<file path="src/rtl/pwm_sfifo_pkg.sv">
package pwm_sfifo_pkg;
  // register byte offsets
  localparam int unsigned OFS_CTRL   = 32'h00;
  localparam int unsigned OFS_STAT   = 32'h04;
  localparam int unsigned OFS_SAMPLE = 32'h0C;
  localparam int unsigned OFS_PERIOD = 32'h10;

  // control field positions
  localparam int unsigned CB_EN     = 0;
  localparam int unsigned CB_RPT    = 1;
  localparam int unsigned CB_SWR    = 3;
  localparam int unsigned CB_PRE    = 4;
  localparam int unsigned CB_OCFG   = 18;

  // status field positions
  localparam int unsigned SB_EMPTY  = 3;
  localparam int unsigned SB_ROV    = 4;
  localparam int unsigned SB_CMP    = 5;
  localparam int unsigned SB_WERR   = 6;

  typedef enum logic [1:0] {
    OUT_NORMAL = 2'd0,
    OUT_INVERT = 2'd1,
    OUT_OFF    = 2'd2,
    OUT_OFF2   = 2'd3
  } out_mode_e;
endpackage

</file>
<file path="src/rtl/pwm_sfifo_queue.sv">
module pwm_sfifo_queue #(
  parameter int unsigned DEPTH = 4,
  parameter int unsigned W     = 16,
  localparam int unsigned PW   = (DEPTH > 1) ? $clog2(DEPTH) : 1,
  localparam int unsigned FW   = $clog2(DEPTH + 1)
) (
  input  logic          clk,
  input  logic          rst_ni,
  input  logic          flush,
  input  logic          push,
  input  logic          pop,
  input  logic [W-1:0]  din,
  output logic [W-1:0]  dout,
  output logic [FW-1:0] fill,
  output logic          full,
  output logic          empty
);
  logic [W-1:0]  mem [DEPTH];
  logic [PW-1:0] wp_q, wp_d, rp_q, rp_d;
  logic [FW-1:0] cnt_q, cnt_d;

  function automatic logic [PW-1:0] nxt(input logic [PW-1:0] p);
    return (p == PW'(DEPTH - 1)) ? '0 : p + 1'b1;
  endfunction

  assign fill  = cnt_q;
  assign full  = (cnt_q == FW'(DEPTH));
  assign empty = (cnt_q == '0);
  assign dout  = mem[rp_q];

  always_comb begin
    wp_d  = wp_q;
    rp_d  = rp_q;
    cnt_d = cnt_q;
    if (flush) begin
      wp_d  = '0;
      rp_d  = '0;
      cnt_d = '0;
    end else begin
      if (push) wp_d = nxt(wp_q);
      if (pop)  rp_d = nxt(rp_q);
      if (push && !pop)      cnt_d = cnt_q + 1'b1;
      else if (pop && !push) cnt_d = cnt_q - 1'b1;
    end
  end

  always_ff @(posedge clk or negedge rst_ni) begin
    if (!rst_ni) begin
      wp_q  <= '0;
      rp_q  <= '0;
      cnt_q <= '0;
    end else begin
      wp_q  <= wp_d;
      rp_q  <= rp_d;
      cnt_q <= cnt_d;
    end
  end

  always_ff @(posedge clk) begin
    if (push && !flush) mem[wp_q] <= din;
  end
endmodule

</file>
<file path="src/rtl/pwm_sfifo_timebase.sv">
module pwm_sfifo_timebase #(
  parameter int unsigned CW  = 16,
  parameter int unsigned PSW = 12
) (
  input  logic           clk,
  input  logic           rst_ni,
  input  logic           run,
  input  logic [PSW-1:0] div_m1,
  input  logic [CW-1:0]  last,
  output logic [CW-1:0]  cnt,
  output logic           wrap
);
  logic [PSW-1:0] pre_q, pre_d;
  logic [CW-1:0]  cnt_q, cnt_d;
  logic           tick;

  assign tick = run && (pre_q == div_m1);
  assign wrap = tick && (cnt_q >= last);
  assign cnt  = cnt_q;

  always_comb begin
    pre_d = pre_q;
    cnt_d = cnt_q;
    if (!run) begin
      pre_d = '0;
      cnt_d = '0;
    end else if (tick) begin
      pre_d = '0;
      cnt_d = wrap ? '0 : cnt_q + 1'b1;
    end else begin
      pre_d = pre_q + 1'b1;
    end
  end

  always_ff @(posedge clk or negedge rst_ni) begin
    if (!rst_ni) begin
      pre_q <= '0;
      cnt_q <= '0;
    end else begin
      pre_q <= pre_d;
      cnt_q <= cnt_d;
    end
  end
endmodule

</file>
<file path="src/rtl/pwm_sfifo.sv">
module pwm_sfifo
  import pwm_sfifo_pkg::*;
#(
  parameter int unsigned AW         = 5,
  parameter int unsigned DW         = 16,
  parameter int unsigned PSW        = 12,
  parameter int unsigned DEPTH      = 4,
  parameter int unsigned RST_CYCLES = 4,
  localparam int unsigned FW        = $clog2(DEPTH + 1),
  localparam int unsigned RCW       = $clog2(RST_CYCLES + 1),
  localparam int unsigned REPW      = 3
) (
  input  logic          clk,
  input  logic          rst_n,
  input  logic          bus_we,
  input  logic [AW-1:0] bus_addr,
  input  logic [31:0]   bus_wdata,
  output logic [31:0]   bus_rdata,
  output logic          irq,
  output logic          pwm_out
);
  localparam logic [DW-1:0] PER_MAX = {{(DW-1){1'b1}}, 1'b0};

  // reset: asynchronous assert, synchronous release
  logic [1:0] rst_pipe;
  logic       rst_ni;
  always_ff @(posedge clk or negedge rst_n) begin
    if (!rst_n) rst_pipe <= '0;
    else        rst_pipe <= {rst_pipe[0], 1'b1};
  end
  assign rst_ni = rst_pipe[1];

  // state
  logic             en_q, en_d;
  logic [1:0]       rpt_q, rpt_d;
  logic [PSW-1:0]   pre_q, pre_d;
  logic [1:0]       ocfg_q, ocfg_d;
  logic [DW-1:0]    per_q, per_d;
  logic [DW-1:0]    duty_q, duty_d;
  logic [REPW-1:0]  rep_q, rep_d;
  logic [RCW-1:0]   rcnt_q, rcnt_d;
  logic             rov_q, rov_d, cmp_q, cmp_d, werr_q, werr_d;

  // decode
  logic busy, wr_ctrl, wr_stat, wr_samp, wr_per;
  logic swr_start, start, rep_done, wrap;
  logic fifo_push, fifo_pop, fifo_full, fifo_empty;
  logic [FW-1:0]   fifo_fill;
  logic [DW-1:0]   fifo_dout, cnt, last;
  logic [REPW-1:0] rep_lim;

  assign busy      = (rcnt_q != '0);
  assign wr_ctrl   = bus_we && !busy && (bus_addr == AW'(OFS_CTRL));
  assign wr_stat   = bus_we && !busy && (bus_addr == AW'(OFS_STAT));
  assign wr_samp   = bus_we && !busy && (bus_addr == AW'(OFS_SAMPLE));
  assign wr_per    = bus_we && !busy && (bus_addr == AW'(OFS_PERIOD));
  assign swr_start = wr_ctrl && bus_wdata[CB_SWR];
  assign start     = wr_ctrl && !bus_wdata[CB_SWR] && bus_wdata[CB_EN] && !en_q;

  always_comb begin
    case (rpt_q)
      2'd0:    rep_lim = REPW'(0);
      2'd1:    rep_lim = REPW'(1);
      2'd2:    rep_lim = REPW'(3);
      default: rep_lim = REPW'(7);
    endcase
  end
  assign rep_done  = (rep_q == rep_lim);
  assign fifo_push = wr_samp && !fifo_full;
  assign fifo_pop  = !fifo_empty && !swr_start && (start || (wrap && rep_done));
  assign last      = ((per_q > PER_MAX) ? PER_MAX : per_q) + 1'b1;

  pwm_sfifo_queue #(.DEPTH(DEPTH), .W(DW)) u_queue (
    .clk(clk), .rst_ni(rst_ni), .flush(swr_start),
    .push(fifo_push), .pop(fifo_pop), .din(bus_wdata[DW-1:0]),
    .dout(fifo_dout), .fill(fifo_fill), .full(fifo_full), .empty(fifo_empty)
  );

  pwm_sfifo_timebase #(.CW(DW), .PSW(PSW)) u_tbase (
    .clk(clk), .rst_ni(rst_ni), .run(en_q), .div_m1(pre_q),
    .last(last), .cnt(cnt), .wrap(wrap)
  );

  // next state
  always_comb begin
    en_d   = en_q;   rpt_d  = rpt_q;  pre_d  = pre_q;  ocfg_d = ocfg_q;
    per_d  = per_q;  duty_d = duty_q; rep_d  = rep_q;  rcnt_d = rcnt_q;
    rov_d  = rov_q;  cmp_d  = cmp_q;  werr_d = werr_q;
    if (swr_start) begin
      en_d = 1'b0; rpt_d = '0; pre_d = '0; ocfg_d = '0; per_d = '0;
      duty_d = '0; rep_d = '0; rov_d = 1'b0; cmp_d = 1'b0; werr_d = 1'b0;
      rcnt_d = RCW'(RST_CYCLES);
    end else begin
      if (busy) rcnt_d = rcnt_q - 1'b1;
      if (wr_ctrl) begin
        en_d   = bus_wdata[CB_EN];
        rpt_d  = bus_wdata[CB_RPT +: 2];
        pre_d  = bus_wdata[CB_PRE +: PSW];
        ocfg_d = bus_wdata[CB_OCFG +: 2];
      end
      if (wr_per) per_d = bus_wdata[DW-1:0];
      if (start)     rep_d = '0;
      else if (wrap) rep_d = rep_done ? '0 : rep_q + 1'b1;
      if (fifo_pop) duty_d = fifo_dout;
      if (wr_stat) begin
        if (bus_wdata[SB_ROV])  rov_d  = 1'b0;
        if (bus_wdata[SB_CMP])  cmp_d  = 1'b0;
        if (bus_wdata[SB_WERR]) werr_d = 1'b0;
      end
      if (wrap)                      rov_d  = 1'b1;
      if (en_q && (cnt == duty_q))   cmp_d  = 1'b1;
      if (wr_samp && fifo_full)      werr_d = 1'b1;
    end
  end

  always_ff @(posedge clk or negedge rst_ni) begin
    if (!rst_ni) begin
      en_q <= 1'b0; rpt_q <= '0; pre_q <= '0; ocfg_q <= '0; per_q <= '0;
      duty_q <= '0; rep_q <= '0; rcnt_q <= '0;
      rov_q <= 1'b0; cmp_q <= 1'b0; werr_q <= 1'b0;
    end else begin
      en_q <= en_d; rpt_q <= rpt_d; pre_q <= pre_d; ocfg_q <= ocfg_d; per_q <= per_d;
      duty_q <= duty_d; rep_q <= rep_d; rcnt_q <= rcnt_d;
      rov_q <= rov_d; cmp_q <= cmp_d; werr_q <= werr_d;
    end
  end

  // read mux
  always_comb begin
    bus_rdata = '0;
    case (bus_addr)
      AW'(OFS_CTRL): begin
        bus_rdata[CB_EN]            = en_q;
        bus_rdata[CB_RPT +: 2]      = rpt_q;
        bus_rdata[CB_SWR]           = busy;
        bus_rdata[CB_PRE +: PSW]    = pre_q;
        bus_rdata[CB_OCFG +: 2]     = ocfg_q;
      end
      AW'(OFS_STAT): begin
        bus_rdata[FW-1:0]    = fifo_fill;
        bus_rdata[SB_EMPTY]  = fifo_empty;
        bus_rdata[SB_ROV]    = rov_q;
        bus_rdata[SB_CMP]    = cmp_q;
        bus_rdata[SB_WERR]   = werr_q;
      end
      AW'(OFS_SAMPLE): bus_rdata[DW-1:0] = en_q ? duty_q : '0;
      AW'(OFS_PERIOD): bus_rdata[DW-1:0] = per_q;
      default:         bus_rdata = '0;
    endcase
  end

  // output stage
  logic active;
  assign active = (cnt < duty_q);
  always_comb begin
    case (out_mode_e'(ocfg_q))
      OUT_NORMAL: pwm_out = en_q && active;
      OUT_INVERT: pwm_out = en_q && !active;
      default:    pwm_out = 1'b0;
    endcase
  end
  assign irq = rov_q || cmp_q || werr_q;

  logic unused_wdata;
  assign unused_wdata = ^{bus_wdata[31:20], bus_wdata[17:16]};
endmodule

</file>
<file path="config.mk">
export PLATFORM = sky130hd
export DESIGN_NAME = pwm_sfifo
export DESIGN_NICKNAME = d
export VERILOG_FILES = /design/src/rtl/pwm_sfifo_pkg.sv /design/src/rtl/pwm_sfifo_queue.sv /design/src/rtl/pwm_sfifo_timebase.sv /design/src/rtl/pwm_sfifo.sv
export SDC_FILE = /design/constraint.sdc
export NUM_CORES = 1
export LEC_CHECK = 0
export ABC_AREA = 1
export ABC_CLOCK_PERIOD_IN_PS = 5780
export BUFFER_PORTS_ARGS = -buffer_cell sky130_fd_sc_hd__buf_2
export CAP_MARGIN = 15
export CORE_MARGIN = 3
export CORE_UTILIZATION = 35
export DETAILED_ROUTE_END_ITERATION = 10
export GPL_TIMING_DRIVEN = 0
export PLACE_DENSITY = 0.54
export SLEW_MARGIN = 15
export SYNTH_ARGS = -nofsm -noshare
export SYNTH_HDL_FRONTEND = slang
export SYNTH_SLANG_ARGS = --single-unit
</file>
<file path="constraint.sdc">
create_clock -name clk -period 5.78 [get_ports clk]
set_input_delay 0.867 -clock clk [delete_from_list [all_inputs] [get_ports clk]]
set_output_delay 0.867 -clock clk [all_outputs]
set_load 0.05 [all_outputs]
</file>
==> results.yml <==
run_status:
  outcome: "finished clean"
sta:
  finalSetupViolCount: 0
  min_period_ns: 4.400
  tightestPinTransition_ns: 0.7320
  fin_skew_ns: 0.01784
  fmax_mhz: 227.3
  fin_crit_sh_pct: 76.13
  slew_violations: 0
  hold_violations: 0
  finalSetupTns_ns: 0
  relSlewSlack_pct: 50.83
  setup_slack_ns: 1.380
  rsz0062_at_grt: "no"
detailed_routing:
  vias_per_cell: 4.939
  wirelength_um: 22580
  first_pass_iters: 6
  antenna_left: 0
  route.vias.total: 6599
  drc: 0
  drt_iter0_markers: 440
  wl_per_cell_um: 16.90
finish:
  nNetsFinal: 1088
  multiInputGateArea_sq_um: 3585
  syn2layout_area_growth_pct: 16.02
  drive_above_1_share_pct: 15.63
  diodes: 0
  final_area_sq_um: 9957
  seqCellArea_sq_um: 4303
  fillers: 2317
clock_tree:
  clk_path_buf_depth: 2
  cts_hold_buf: 0
  cts_tree: "yes"
  cts_setup_buffers: 0
  cts.clk_slew.worst_paths_ns: 0.07
  clock_sinks: 159
  clockRootBuffer: "clkbuf_16"
  cts_resized: 0
  insertion_delay_ns: 0.43
  cts_max_level: 4
  cts_buffers: 17
global_routing:
  grt_start_max_net_pins: 51
  grt_antenna_before_repair: 0
  overflow: 0
  grt_usage_pct: 17.67
  grt_pass1_wl_um: 35700
  grt_pass1_vias: 6408
synthesis:
  synth_cells: 922
  synth.top_cells.by_area: "dfrtp_1 (28%), edfxtp_1 (22%), nand2_1 (8.1%)"
  synthDistinctLibCells: 51
  synth_seq_cells: 159
  ys_async_sr_fraction_pct: 59.75
  synth_top_area_share_pct: 27.70
  synth_top_area_cell: "dfrtp_1"
  synth_area_sq_um: 8582
  ys_seq_area_share_pct: 50.09
  synth_edf_count: 64
  synth.avg_cell_area_sq_um: 9.308
  synth_top_flop_cell: "dfrtp_1"
  synth_warnings: 0
critical_path:
  reg2reg_from: "per_q[5]$_DFFE_PN0P_"
  critPathArrivalTime_ns: 4.73
  reg2reg_to: "u_queue.fill[2]$_DFFE_PN0P_"
  critPathSlowestCell: "dfrtp_1"
  cp.required_ns: 6.11
  r2r_cells: 32
  crit_path_max_incr_delay_ns: 0.44
  crit_start: "per_q[5]$_DFFE_PN0P_"
  critPathCaptureType: "flop"
  critPathLaunchType: "flop"
  crit_type: "reg -> reg"
  crit_fanout: 8
  cpMostUsedCell: "nand2_1"
  reg2reg_slack_ns: 1.38
  cp-endpoint: "u_queue.fill[2]$_DFFE_PN0P_"
floorplanning:
  die_area_sq_um: 26440
  floorplan.rows: 56
  coreArea_sq_um: 23750
  ioPinCount: 74
  start_util_pct: 36.13
  die_height_um: 162.6
  dieWidth_um: 162.6
placement:
  gp_congestion: 0.9112
  dp_hpwl_um: 17490
  place_ws_ns: 1.414
  port_buffers: 45
  placed_area_sq_um: 9349
power_and_ir_drop:
  ir_worst_vdd_mv: 0.2019
  p_leak_nw: 4.462
  cellPowerDensity_nw_per_um2: 345.2
hold_path:
  holdCritPathClass: "in -> async"
run:
  drv_cap: 0
==> worst max-delay path, delay by kind of cell (launching register included) <==
kind	cells	cell delay, ns
AND/OR/NAND/NOR	22	2.35
adder cells (fa/ha/maj)	3	0.87
flip-flops	1	0.44
buffers and inverters	5	0.34
XOR/XNOR	2	0.29
==> flip-flops by register name (all words and copies together), names as in the netlist <==
register       cells
u_queue.rp_q       2
per_q             16
u_queue.wp_q       2
en_q               1
cmp_q              1
u_queue.mem       64
ocfg_q             2
u_tbase.cnt       16
pre_q             12
u_queue.fill       3
u_tbase.pre_q     12
rst_pipe           2
duty_q            16
werr_q             1
rcnt_q             3
rov_q              1
rep_q              3
rpt_q              2
==> cell usage in the layout, fill, tap and decap left out, drive strengths merged, types with 3 or more instances in the layout <==
cell	Yosys	final
ha	43	43
o2111ai	5	5
dfrtp	95	95
a21oi	45	45
xor2	20	20
edfxtp	64	64
clkinv	0	3
o21ai	55	55
nor3	24	24
buf	24	74
inv	140	148
xnor2	8	8
a32o	14	14
o221ai	9	9
nand4	5	5
nand3	34	34
o22ai	41	41
conb	2	15
clkbuf	14	32
nor2	69	69
nand2	193	193
==> area by class of cell <==
| cell class | instances | share of cell area (%) |
|---|---|---|
| well taps | 319 | 4.009 |
| plain buffers | 38 | 2.325 |
| inverters | 140 | 5.278 |
| repair buffers | 50 | 3.066 |
| flip-flops and latches | 159 | 43.21 |
| clock buffers | 18 | 4.411 |
| multi-input cells | 598 | 36.00 |
| clock inverters | 14 | 1.696 |
==> how the worst min path moves through the flow <==
stage	startpoint	endpoint	slack, ns
2_1_floorplan	rst_pipe[0]$_DFF_PN0_	rst_pipe[1]$_DFF_PN0_	0.33
3_3_place_gp	rst_pipe[0]$_DFF_PN0_	rst_pipe[1]$_DFF_PN0_	0.34
3_5_place_dp	rst_pipe[0]$_DFF_PN0_	rst_pipe[1]$_DFF_PN0_	0.34
4_1_cts	rst_n	rst_pipe[1]$_DFF_PN0_	0.19
5_1_grt	rst_n	rst_pipe[1]$_DFF_PN0_	0.19
6_report	rst_n	rst_pipe[1]$_DFF_PN0_	0.20
==> synthesized netlist by cell type (all sizes together) (2+ instances only) <==
cell,count
a211oi,2
o21ai,55
xor2,20
nand4,5
clkbuf,14
a22oi,2
buf,24
edfxtp,64
nand3,34
conb,2
nand2,193
nor2,69
o2111ai,5
dfrtp,95
a21oi,45
o22ai,41
nor4,2
ha,43
xnor2,8
o21bai,2
nor3,24
inv,140
a31oi,2
a32o,14
o221ai,9
==> logic make-up after synthesis <==
family | share of synthesized area [%]
xor+xnor | 2.858
fa+ha+maj | 6.502
buf+inv | 8.821
simple gates | 17.71
flops | 50.09
compound gates | 13.92
other cells | 0.08751
==> per-stage QoR <==
stage          power, mW  hold WS (ns)  cells  util [%]
3_5_place_dp       2.291        0.3413   1304     39.36
4_1_cts            3.460        0.1940   1336     41.92
3_3_place_gp       2.278        0.3363   1299     38.96
6_report           3.437        0.1994   1336     41.92
2_1_floorplan      2.042        0.3312    935         -
5_1_grt            3.643        0.1910   1336     41.92
==> report_power, final <==
part           internal (mW)  switching, mW  total (mW)
Sequential              1.33          0.150        1.48
Clock                  0.664          0.501        1.17
Combinational          0.268          0.528       0.796
Total                   2.26           1.18        3.44
==> metal layers <==
metal  routed length, um  up-vias  GRT usage [%]  part of all wire, %
met5                   0        -              0                    0
met2               10160      184          27.45                   45
li1                    -     3257              -                    -
met3                1199       17          3.917                  5.3
met1               11010     3141          25.35                   49
met4                 208        0          4.075                 0.92
Note: power is estimated with default switching activity, not from simulation.
